<file path="config.mk">
export PLATFORM = sky130hd
export DESIGN_NAME = muxbus_ctrl
export DESIGN_NICKNAME = d
export VERILOG_FILES = /design/src/rtl/muxbus_pkg.sv /design/src/rtl/muxbus_window.sv /design/src/rtl/muxbus_halfstrobe.sv /design/src/rtl/muxbus_seq.sv /design/src/rtl/muxbus_ctrl.sv
export SDC_FILE = /design/constraint.sdc
export NUM_CORES = 1
export LEC_CHECK = 0
export BUFFER_PORTS_ARGS = -buffer_cell sky130_fd_sc_hd__buf_2
export CAP_MARGIN = 20
export CORE_ASPECT_RATIO = 1.75
export CORE_UTILIZATION = 35
export CTS_BUF_LIST = sky130_fd_sc_hd__clkbuf_8
export DETAILED_ROUTE_END_ITERATION = 7
export PLACE_DENSITY = 0.55
export SLEW_MARGIN = 20
export SYNTH_ARGS = -nofsm -noshare
export SYNTH_HDL_FRONTEND = slang
export SYNTH_SLANG_ARGS = --single-unit
</file>
<file path="constraint.sdc">
create_clock -name clk -period 8.9 [get_ports clk]
set_input_delay 1.78 -clock clk [delete_from_list [all_inputs] [get_ports clk]]
set_output_delay 1.78 -clock clk [all_outputs]
set_load 0.03 [all_outputs]
</file>
<file path="src/rtl/muxbus_pkg.sv">
// Shared constants, transaction descriptor and strobe-shape decoding for
// the shared-pin bus sequencer. Assumes half-cycle index = {cycle, phase}.
package muxbus_pkg;

    localparam int CYC_W  = 3;
    localparam int HALF_W = CYC_W + 1;
    localparam int NSTRB  = 3;
    localparam int S_ALE  = 0;
    localparam int S_WE   = 1;
    localparam int S_RD   = 2;

    // Latched description of an external transaction
    typedef struct packed {
        logic       wr;
        logic [1:0] wh;   // write-strobe width in half cycles, 1..3
    } xfer_t;

    // Width code to half cycles: 0 -> 1, 1 -> 2, 2 and 3 -> 3
    function automatic logic [1:0] we_halves(input logic [1:0] code);
        case (code)
            2'd0:    return 2'd1;
            2'd1:    return 2'd2;
            default: return 2'd3;
        endcase
    endfunction

    // Index of the final cycle of a transaction
    function automatic logic [CYC_W-1:0] last_cycle(input xfer_t x);
        if (x.wr) return CYC_W'((5 + int'(x.wh)) / 2 - 1);
        return CYC_W'(2);
    endfunction

    // Strobe levels wanted during half h of a transaction
    function automatic logic [NSTRB-1:0] strobes_at(input logic [HALF_W-1:0] h,
                                                    input xfer_t x);
        logic [NSTRB-1:0] s;
        int hi;
        hi = int'(h);
        s = '0;
        s[S_ALE] = (hi == 0);
        s[S_WE]  = x.wr && (hi >= 3) && (hi <= 2 + int'(x.wh));
        s[S_RD]  = !x.wr && (hi >= 3) && (hi <= 5);
        return s;
    endfunction

endpackage

</file>
<file path="src/rtl/muxbus_window.sv">
// Address window decode: flags addresses that belong to the on-die RAM.
// Assumes the window starts at address zero and spans IRAM_BYTES bytes.
module muxbus_window #(
    parameter int ADDR_W     = 16,
    parameter int IRAM_BYTES = 4096
) (
    input  logic [ADDR_W-1:0] addr,
    output logic              in_window
);
    // Compare against the window size as an unsigned integer
    assign in_window = (int'(addr) < IRAM_BYTES);
endmodule

</file>
<file path="src/rtl/muxbus_halfstrobe.sv">
// Half-cycle strobe built from one rising-edge and one falling-edge flop.
// Output is the XOR of the two; only one input of the XOR moves at a time,
// so the result is free of glitches. first_d/second_d give the levels for
// the two halves of the cycle that begins at the sampling rising edge.
module muxbus_halfstrobe (
    input  logic clk,
    input  logic rst_n,
    input  logic first_d,
    input  logic second_d,
    output logic strb
);
    logic rise_q, fall_q, second_q;

    // Rising edge: set the first-half level and remember the second-half one
    always_ff @(posedge clk) begin
        if (!rst_n) begin
            rise_q   <= 1'b0;
            second_q <= 1'b0;
        end else begin
            rise_q   <= first_d ^ fall_q;
            second_q <= second_d;
        end
    end

    // Falling edge: move the output to the stored second-half level
    always_ff @(negedge clk) begin
        if (!rst_n) fall_q <= 1'b0;
        else        fall_q <= rise_q ^ second_q;
    end

    assign strb = rise_q ^ fall_q;
endmodule

</file>
<file path="src/rtl/muxbus_seq.sv">
// Transaction sequencer: accepts processor requests, serves window hits in
// one cycle, and steps external transactions cycle by cycle, producing the
// pin values, pin direction and per-half strobe levels for the next cycle.
// Assumes the processor holds its request until it sees ready.
module muxbus_seq
    import muxbus_pkg::*;
#(
    parameter int ADDR_W  = 16,
    parameter int DATA_W  = 8,
    parameter int IRAM_AW = 12
) (
    input  logic              clk,
    input  logic              rst_n,
    input  logic              cpu_req,
    input  logic              cpu_we,
    input  logic [ADDR_W-1:0] cpu_addr,
    input  logic [DATA_W-1:0] cpu_wdata,
    input  logic [1:0]        cfg_we_width,
    input  logic              in_window,
    input  logic [DATA_W-1:0] ad_i,
    input  logic [DATA_W-1:0] iram_rdata,
    output logic [NSTRB-1:0]  first_d,
    output logic [NSTRB-1:0]  second_d,
    output logic [ADDR_W-1:0] ad_o,
    output logic              ad_oe,
    output logic              cpu_ready,
    output logic [DATA_W-1:0] cpu_rdata,
    output logic              iram_sel,
    output logic              iram_we,
    output logic [IRAM_AW-1:0] iram_addr,
    output logic [DATA_W-1:0] iram_wdata
);
    logic              busy_q, busy_d;
    logic [CYC_W-1:0]  cyc_q, cyc_d;
    xfer_t             x_q, x_d;
    logic [ADDR_W-1:0] addr_q, addr_d;
    logic [DATA_W-1:0] data_q, data_d, rdata_q;
    logic              rdy_q, int_q, iwe_q, oe_q;
    logic [ADDR_W-1:0] ado_q;
    logic              accept, last;

    assign accept = !busy_q && !rdy_q && cpu_req;
    assign last   = busy_q && (cyc_q == last_cycle(x_q));
    assign addr_d = accept ? cpu_addr  : addr_q;
    assign data_d = accept ? cpu_wdata : data_q;

    // Next transaction state
    always_comb begin
        busy_d = busy_q;
        cyc_d  = cyc_q;
        x_d    = x_q;
        if (accept && !in_window) begin
            busy_d = 1'b1;
            cyc_d  = '0;
            x_d.wr = cpu_we;
            x_d.wh = we_halves(cfg_we_width);
        end else if (last) begin
            busy_d = 1'b0;
        end else if (busy_q) begin
            cyc_d = cyc_q + 1'b1;
        end
    end

    // Strobe levels for both halves of the coming cycle
    always_comb begin
        first_d  = busy_d ? strobes_at({cyc_d, 1'b0}, x_d) : '0;
        second_d = busy_d ? strobes_at({cyc_d, 1'b1}, x_d) : '0;
    end

    // State, pin and handshake registers
    always_ff @(posedge clk) begin
        if (!rst_n) begin
            busy_q  <= 1'b0;
            cyc_q   <= '0;
            x_q     <= '0;
            addr_q  <= '0;
            data_q  <= '0;
            rdata_q <= '0;
            rdy_q   <= 1'b0;
            int_q   <= 1'b0;
            iwe_q   <= 1'b0;
            oe_q    <= 1'b0;
            ado_q   <= '0;
        end else begin
            busy_q <= busy_d;
            cyc_q  <= cyc_d;
            x_q    <= x_d;
            addr_q <= addr_d;
            data_q <= data_d;
            rdy_q  <= (accept && in_window) || last;
            int_q  <= accept && in_window;
            iwe_q  <= accept && in_window && cpu_we;
            if (last && !x_q.wr) rdata_q <= ad_i;
            oe_q   <= busy_d && ((cyc_d == '0) || x_d.wr);
            if (!busy_d)            ado_q <= '0;
            else if (cyc_d == '0)   ado_q <= addr_d;
            else if (x_d.wr)        ado_q <= ADDR_W'(data_d);
            else                    ado_q <= '0;
        end
    end

    assign ad_o       = ado_q;
    assign ad_oe      = oe_q;
    assign cpu_ready  = rdy_q;
    assign cpu_rdata  = int_q ? iram_rdata : rdata_q;
    assign iram_sel   = int_q;
    assign iram_we    = iwe_q;
    assign iram_addr  = addr_q[IRAM_AW-1:0];
    assign iram_wdata = data_q;
endmodule

</file>
<file path="src/rtl/muxbus_ctrl.sv">
// Top of the shared-pin bus sequencer: window decode, transaction sequencer
// and one glitch-free half-cycle strobe generator per bus strobe.
module muxbus_ctrl
    import muxbus_pkg::*;
#(
    parameter int ADDR_W     = 16,
    parameter int DATA_W     = 8,
    parameter int IRAM_BYTES = 4096
) (
    input  logic                          clk,
    input  logic                          rst_n,
    input  logic                          cpu_req,
    input  logic                          cpu_we,
    input  logic [ADDR_W-1:0]             cpu_addr,
    input  logic [DATA_W-1:0]             cpu_wdata,
    output logic                          cpu_ready,
    output logic [DATA_W-1:0]             cpu_rdata,
    input  logic [1:0]                    cfg_we_width,
    output logic                          iram_sel,
    output logic                          iram_we,
    output logic [$clog2(IRAM_BYTES)-1:0] iram_addr,
    output logic [DATA_W-1:0]             iram_wdata,
    input  logic [DATA_W-1:0]             iram_rdata,
    output logic [ADDR_W-1:0]             ad_o,
    output logic                          ad_oe,
    input  logic [DATA_W-1:0]             ad_i,
    output logic                          bus_ale,
    output logic                          bus_rd,
    output logic                          bus_we
);
    localparam int IRAM_AW = $clog2(IRAM_BYTES);

    logic             in_window;
    logic [NSTRB-1:0] first_d, second_d, strb;

    muxbus_window #(.ADDR_W(ADDR_W), .IRAM_BYTES(IRAM_BYTES)) u_window (
        .addr      (cpu_addr),
        .in_window (in_window)
    );

    muxbus_seq #(.ADDR_W(ADDR_W), .DATA_W(DATA_W), .IRAM_AW(IRAM_AW)) u_seq (
        .clk          (clk),
        .rst_n        (rst_n),
        .cpu_req      (cpu_req),
        .cpu_we       (cpu_we),
        .cpu_addr     (cpu_addr),
        .cpu_wdata    (cpu_wdata),
        .cfg_we_width (cfg_we_width),
        .in_window    (in_window),
        .ad_i         (ad_i),
        .iram_rdata   (iram_rdata),
        .first_d      (first_d),
        .second_d     (second_d),
        .ad_o         (ad_o),
        .ad_oe        (ad_oe),
        .cpu_ready    (cpu_ready),
        .cpu_rdata    (cpu_rdata),
        .iram_sel     (iram_sel),
        .iram_we      (iram_we),
        .iram_addr    (iram_addr),
        .iram_wdata   (iram_wdata)
    );

    for (genvar g = 0; g < NSTRB; g++) begin : g_strb
        muxbus_halfstrobe u_hs (
            .clk      (clk),
            .rst_n    (rst_n),
            .first_d  (first_d[g]),
            .second_d (second_d[g]),
            .strb     (strb[g])
        );
    end

    assign bus_ale = strb[S_ALE];
    assign bus_we  = strb[S_WE];
    assign bus_rd  = strb[S_RD];
endmodule

</file>
## Word-level counts from Yosys, hierarchy flattened

Index checks and enable logic that the tools add are counted.

- Muxes and demuxes: 16
- Bitwise operators: 10
- Add/sub/neg operators: 5
- Reduce and logical (&&, ||, !) cells: 27
- Eq/ne operators: 2
- $lt $le $gt $ge: 7

Operators with widths:

| operator | count |
|---|---|
| $le 5x32->1 | 2 |
| $mux 16 | 2 |
| $mux 8 | 3 |
| $mux 3 | 7 |
| $logic_and 1x1->1 | 16 |
| $lt 16x13->1 const B | 1 |
| $xor 1x1->1 | 9 |
| $ge 4x2->1 const B | 2 |
| $le 4x3->1 const B | 2 |
| $logic_not 3->1 | 2 |
| $logic_not 1->1 | 5 |
| $add 3x2->4 const A | 1 |
| $pmux 2 s2 | 1 |
| $add 2x2->3 const A | 1 |
| $add 3x1->3 | 1 |
| $add 3x1->3 const B | 1 |
| $eq 3x3->1 | 1 |
| $mux 1 | 3 |
| $sub 3x2->3 const B | 1 |
| $eq 2x1->1 const B | 1 |
| $logic_not 2->1 | 1 |
| $logic_or 1x1->1 | 2 |
| $reduce_and 2->1 | 1 |
| $and 1x1->1 const A | 1 |

- Output and inout port bits: 51
- Register bits: 68

## Logic depth before layout (Yosys ltp)

- Word-level depth: 15
- Depth in mapped cells: 14
- Mapped depth without buffers: 13

## Hierarchy

A second synthesis with hierarchy kept.

- Cell total of the unflattened synthesis: 330
- Area total of the unflattened synthesis: 3,089.2 um2

By module, submodules not included:

| module | instances | cells an instance | area each (um2) |
|---|---|---|---|
| muxbus_seq | 1 | 299 | 2,750.1 |
| muxbus_halfstrobe | 3 | 10 | 108.9 |
| muxbus_window | 1 | 1 | 12.5 |

==> Implementation_results.wiki <==
{| class="wikitable"
! Metric !! Value
|-
| Area used by multi-input combinational logic || 0.00152 mm²
|-
| Max Fanout on Critical Path || 3
|-
| EDFF count, synth || 0
|-
| Area growth syn-to-layout || 21.8%
|-
| Worst-case clock buffer depth || 2
|-
| Number of max-slew violations in the final report || 0
|-
| Hold_buf cts || 0
|-
| First-pass GRT wire length || 10.3 mm
|-
| Fraction of synthesis flops using an asynchronous set or reset pin || 0%
|-
| Die Ht || 126 µm
|-
| Routed len/inst || 13.5 µm
|-
| Largest net degree at the start of global routing || 51
|-
| Status || complete, no violations
|-
| Tightest slew margin relative to the limit || 59.1%
|-
| Count of pins on the block boundary || 97
|-
| Post-detailed-routing wire length || 6.74 mm
|-
| Setup crit end kind || output port
|-
| Top Family by Delay on Critical Path || flip-flops
|-
| Number of CTS-inserted buffers || 9
|-
| Area of the die || 0.00911 mm²
|-
| Leading area contributor after synthesis || sky130_fd_sc_hd__dfxtp_1
|-
| Total number of H-tree levels || 3
|-
| Via Count || 2319
|-
| Via count of the first global-routing pass || 2185
|-
| Post-route DRC || 0
|-
| Signal arrival time at the worst endpoint || 5.55 ns
|-
| Static leakage || 1.70 nW
|-
| Violation count after the first detailed-routing iteration || 77
|-
| Clk sinks || 67
|-
| Number of iterations in the first detailed-routing pass || 4
|-
| Effective utilization at floorplan || 36.5%
|-
| Number of standard cells after synthesis || 295
|-
| Most area-consuming cells after synthesis || sky130_fd_sc_hd__dfxtp_1, sky130_fd_sc_hd__mux2i_1, sky130_fd_sc_hd__nor2b_1
|-
| Clk_skew || 0.0360 ns
|-
| Commonest non-fill, non-tap cell in the layout || sky130_fd_sc_hd__buf_2
|-
| Layer with the highest usage after global routing || met2
|-
| Estimated wirelength of the detail-placed design || 4.82 mm
|-
| Post-CTS Setup Inserts || 0
|-
| Standard-cell row count || 44
|-
| Worst path bufs/invs || 1
|-
| Total count of hold-check failures in the final report || 0
|-
| Sequential share of the synthesized area || 43.9%
|-
| Die width || 72.6 µm
|-
| Maximum vdd ir drop || 0.0546 mV
|-
| Number of filler instances in the final layout || 867
|-
| CTS root buf || sky130_fd_sc_hd__clkbuf_8
|-
| HP Class || register to register
|-
| Crit path launch type || register
|-
| Aggregate negative setup slack || 0 ns
|-
| GRT Util Overall || 15.4%
|-
| Detail Route Antenna Nets || 0
|-
| Crit Path Class || register to output port
|-
| CORE AREA || 0.00837 mm²
|-
| Via-per-instance ratio || 4.66
|-
| Fraction of met3 tracks used by global routing || 4.27%
|-
| Power density of the placed cells || 188 mW/mm²
|-
| Number of distinct library cells after synthesis || 52
|-
| Later-pin clock latency in the skew report || 0.38 ns
|-
| Met1 capacity usage during global routing || 15.9%
|-
| Fraction of synthesized cell area taken by the top area cell type || 43.9%
|-
| Slowest-stage cell, CP || sky130_fd_sc_hd__dfxtp_1
|-
| Cell area after layout || 0.00372 mm²
|-
| Final cell utilization of the core || 44.5%
|-
| Synth Warn # || 0
|-
| FF/Latch Area || 0.00134 mm²
|-
| Proportion of layout cells with a drive suffix above 1 || 34.7%
|-
| Remaining global-route overflow || 0
|-
| Clock transition at the register clock pins on the worst setup and hold paths after CTS || 0.07 ns
|-
| Summed instance area of the synthesized netlist || 0.00305 mm²
|-
| Slew @ Worst Pin || 0.614 ns
|-
| Data required time at the worst endpoint || 7.12 ns
|-
| Clock tree from TritonCTS || built
|-
| Met2 Use GR || 26.8%
|-
| Highest cell delay on the worst timing path || 0.34 ns
|-
| Max Cap Violations || 0
|-
| Number of endpoints failing setup at the final stage || 0
|-
| Antenna violations before repair || 0
|-
| Resized Gates After CTS || 0
|-
| Mean Syn Cell Area || 10.3 µm²
|-
| Most used flip-flop cell after synthesis || sky130_fd_sc_hd__dfxtp_1
|-
| Final RePlAce weighted congestion || 0.795
|-
| Area after DPL || 0.00352 mm²
|-
| Flop and latch count out of synthesis || 67
|-
| Unrepaired setup endpoints after global routing || no
|-
| Final Hold Slack || 0.519 ns
|-
| Mapped Nets || 347
|-
| Worst path cell trace || xor2_1 > buf_2
|-
| Total Nets Final || 430
|-
| Most frequent cells in the layout || sky130_fd_sc_hd__buf_2, sky130_fd_sc_hd__dfxtp_1, sky130_fd_sc_hd__mux2i_1, sky130_fd_sc_hd__nor2b_1, sky130_fd_sc_hd__and2_1
|-
| Total inserted antenna cells || 0
|-
| Count of input and output buffers || 96
|}
## synth_stat cells, drive strengths merged, types with 7 or more instances
cell type,count
mux2i,35
clkbuf,7
dfxtp,67
o2bb2ai,8
and2,18
buf,21
o21ai,7
nor2b,35
mux2,9
nand2,11
inv,7
## cells by family after synthesis
family	synth area share [%]
mux	14.8
compound gates	11.1
flops	43.9
buf+inv	6.56
simple gates	18.5
fa+ha+maj	2.46
xor+xnor	2.58
## report_power, final
part | switching [W] | internal (W) | total, W
clock network | 0.000120 | 0.000124 | 0.000245
registers | 0.0000104 | 0.000316 | 0.000327
logic | 0.0000767 | 0.0000501 | 0.000127
total | 0.000208 | 0.000491 | 0.000698
## area by class of cell
cell class,count,share of cell area (%)
multi-input cells,193,40.8
flip-flops and latches,67,36.1
repair buffers,98,13.3
clock buffers,12,4.44
well taps,115,3.87
clock inverters,7,0.942
inverters,6,0.605
## tightest hold or removal path: stages, from the launching register on
cell                      delay [ns]
sky130_fd_sc_hd__dfxtp_1        0.33
sky130_fd_sc_hd__mux2i_1        0.06
sky130_fd_sc_hd__nor2b_1        0.09
## state kept, by name (all words and copies together), names as in the netlist
register              count
u_seq.cyc_q               3
u_seq.iram_we             1
u_seq.ad_o               16
g_strb.u_hs.second_q      2
u_seq.iram_wdata          8
g_strb.u_hs.rise_q        3
u_seq.iram_sel            1
u_seq.cpu_ready           1
u_seq.addr_q             16
u_seq.busy_q              1
u_seq.ad_oe               1
g_strb.u_hs.fall_q        3
u_seq.x_q                 3
u_seq.rdata_q             8
## path summary, 6_finish.rpt
path	from	endpoint	slack [ns]	cells after the start
min reg2reg	u_seq.rdata_q[2]$_SDFFE_PN0P_	u_seq.rdata_q[2]$_SDFFE_PN0P_	0.52	2
max reg2reg	g_strb[2].u_hs.fall_q$_SDFF_NN0_	g_strb[2].u_hs.rise_q$_SDFF_PN0_	3.68	2
min	u_seq.rdata_q[2]$_SDFFE_PN0P_	u_seq.rdata_q[2]$_SDFFE_PN0P_	0.52	2
max	g_strb[0].u_hs.fall_q$_SDFF_NN0_	bus_ale	1.57	2
## layer usage
metal	routed length [µm]	share of wire [%]	up-vias
met1	2640	39	1074
met2	3600	53	59
met5	0	0	-
li1	-	-	1171
met4	204	3.0	0
met3	295	4.4	15
## through the flow
step	worst slack (ns)	instances	total power, W
after floorplan	1.83	295	0.000434
after global placement	1.97	480	0.000463
after detailed placement	1.94	480	0.000464
after CTS	1.55	498	0.000708
after global routing	1.47	498	0.000737
final	1.57	498	0.000698
Note: power is estimated with default switching activity, not from simulation.
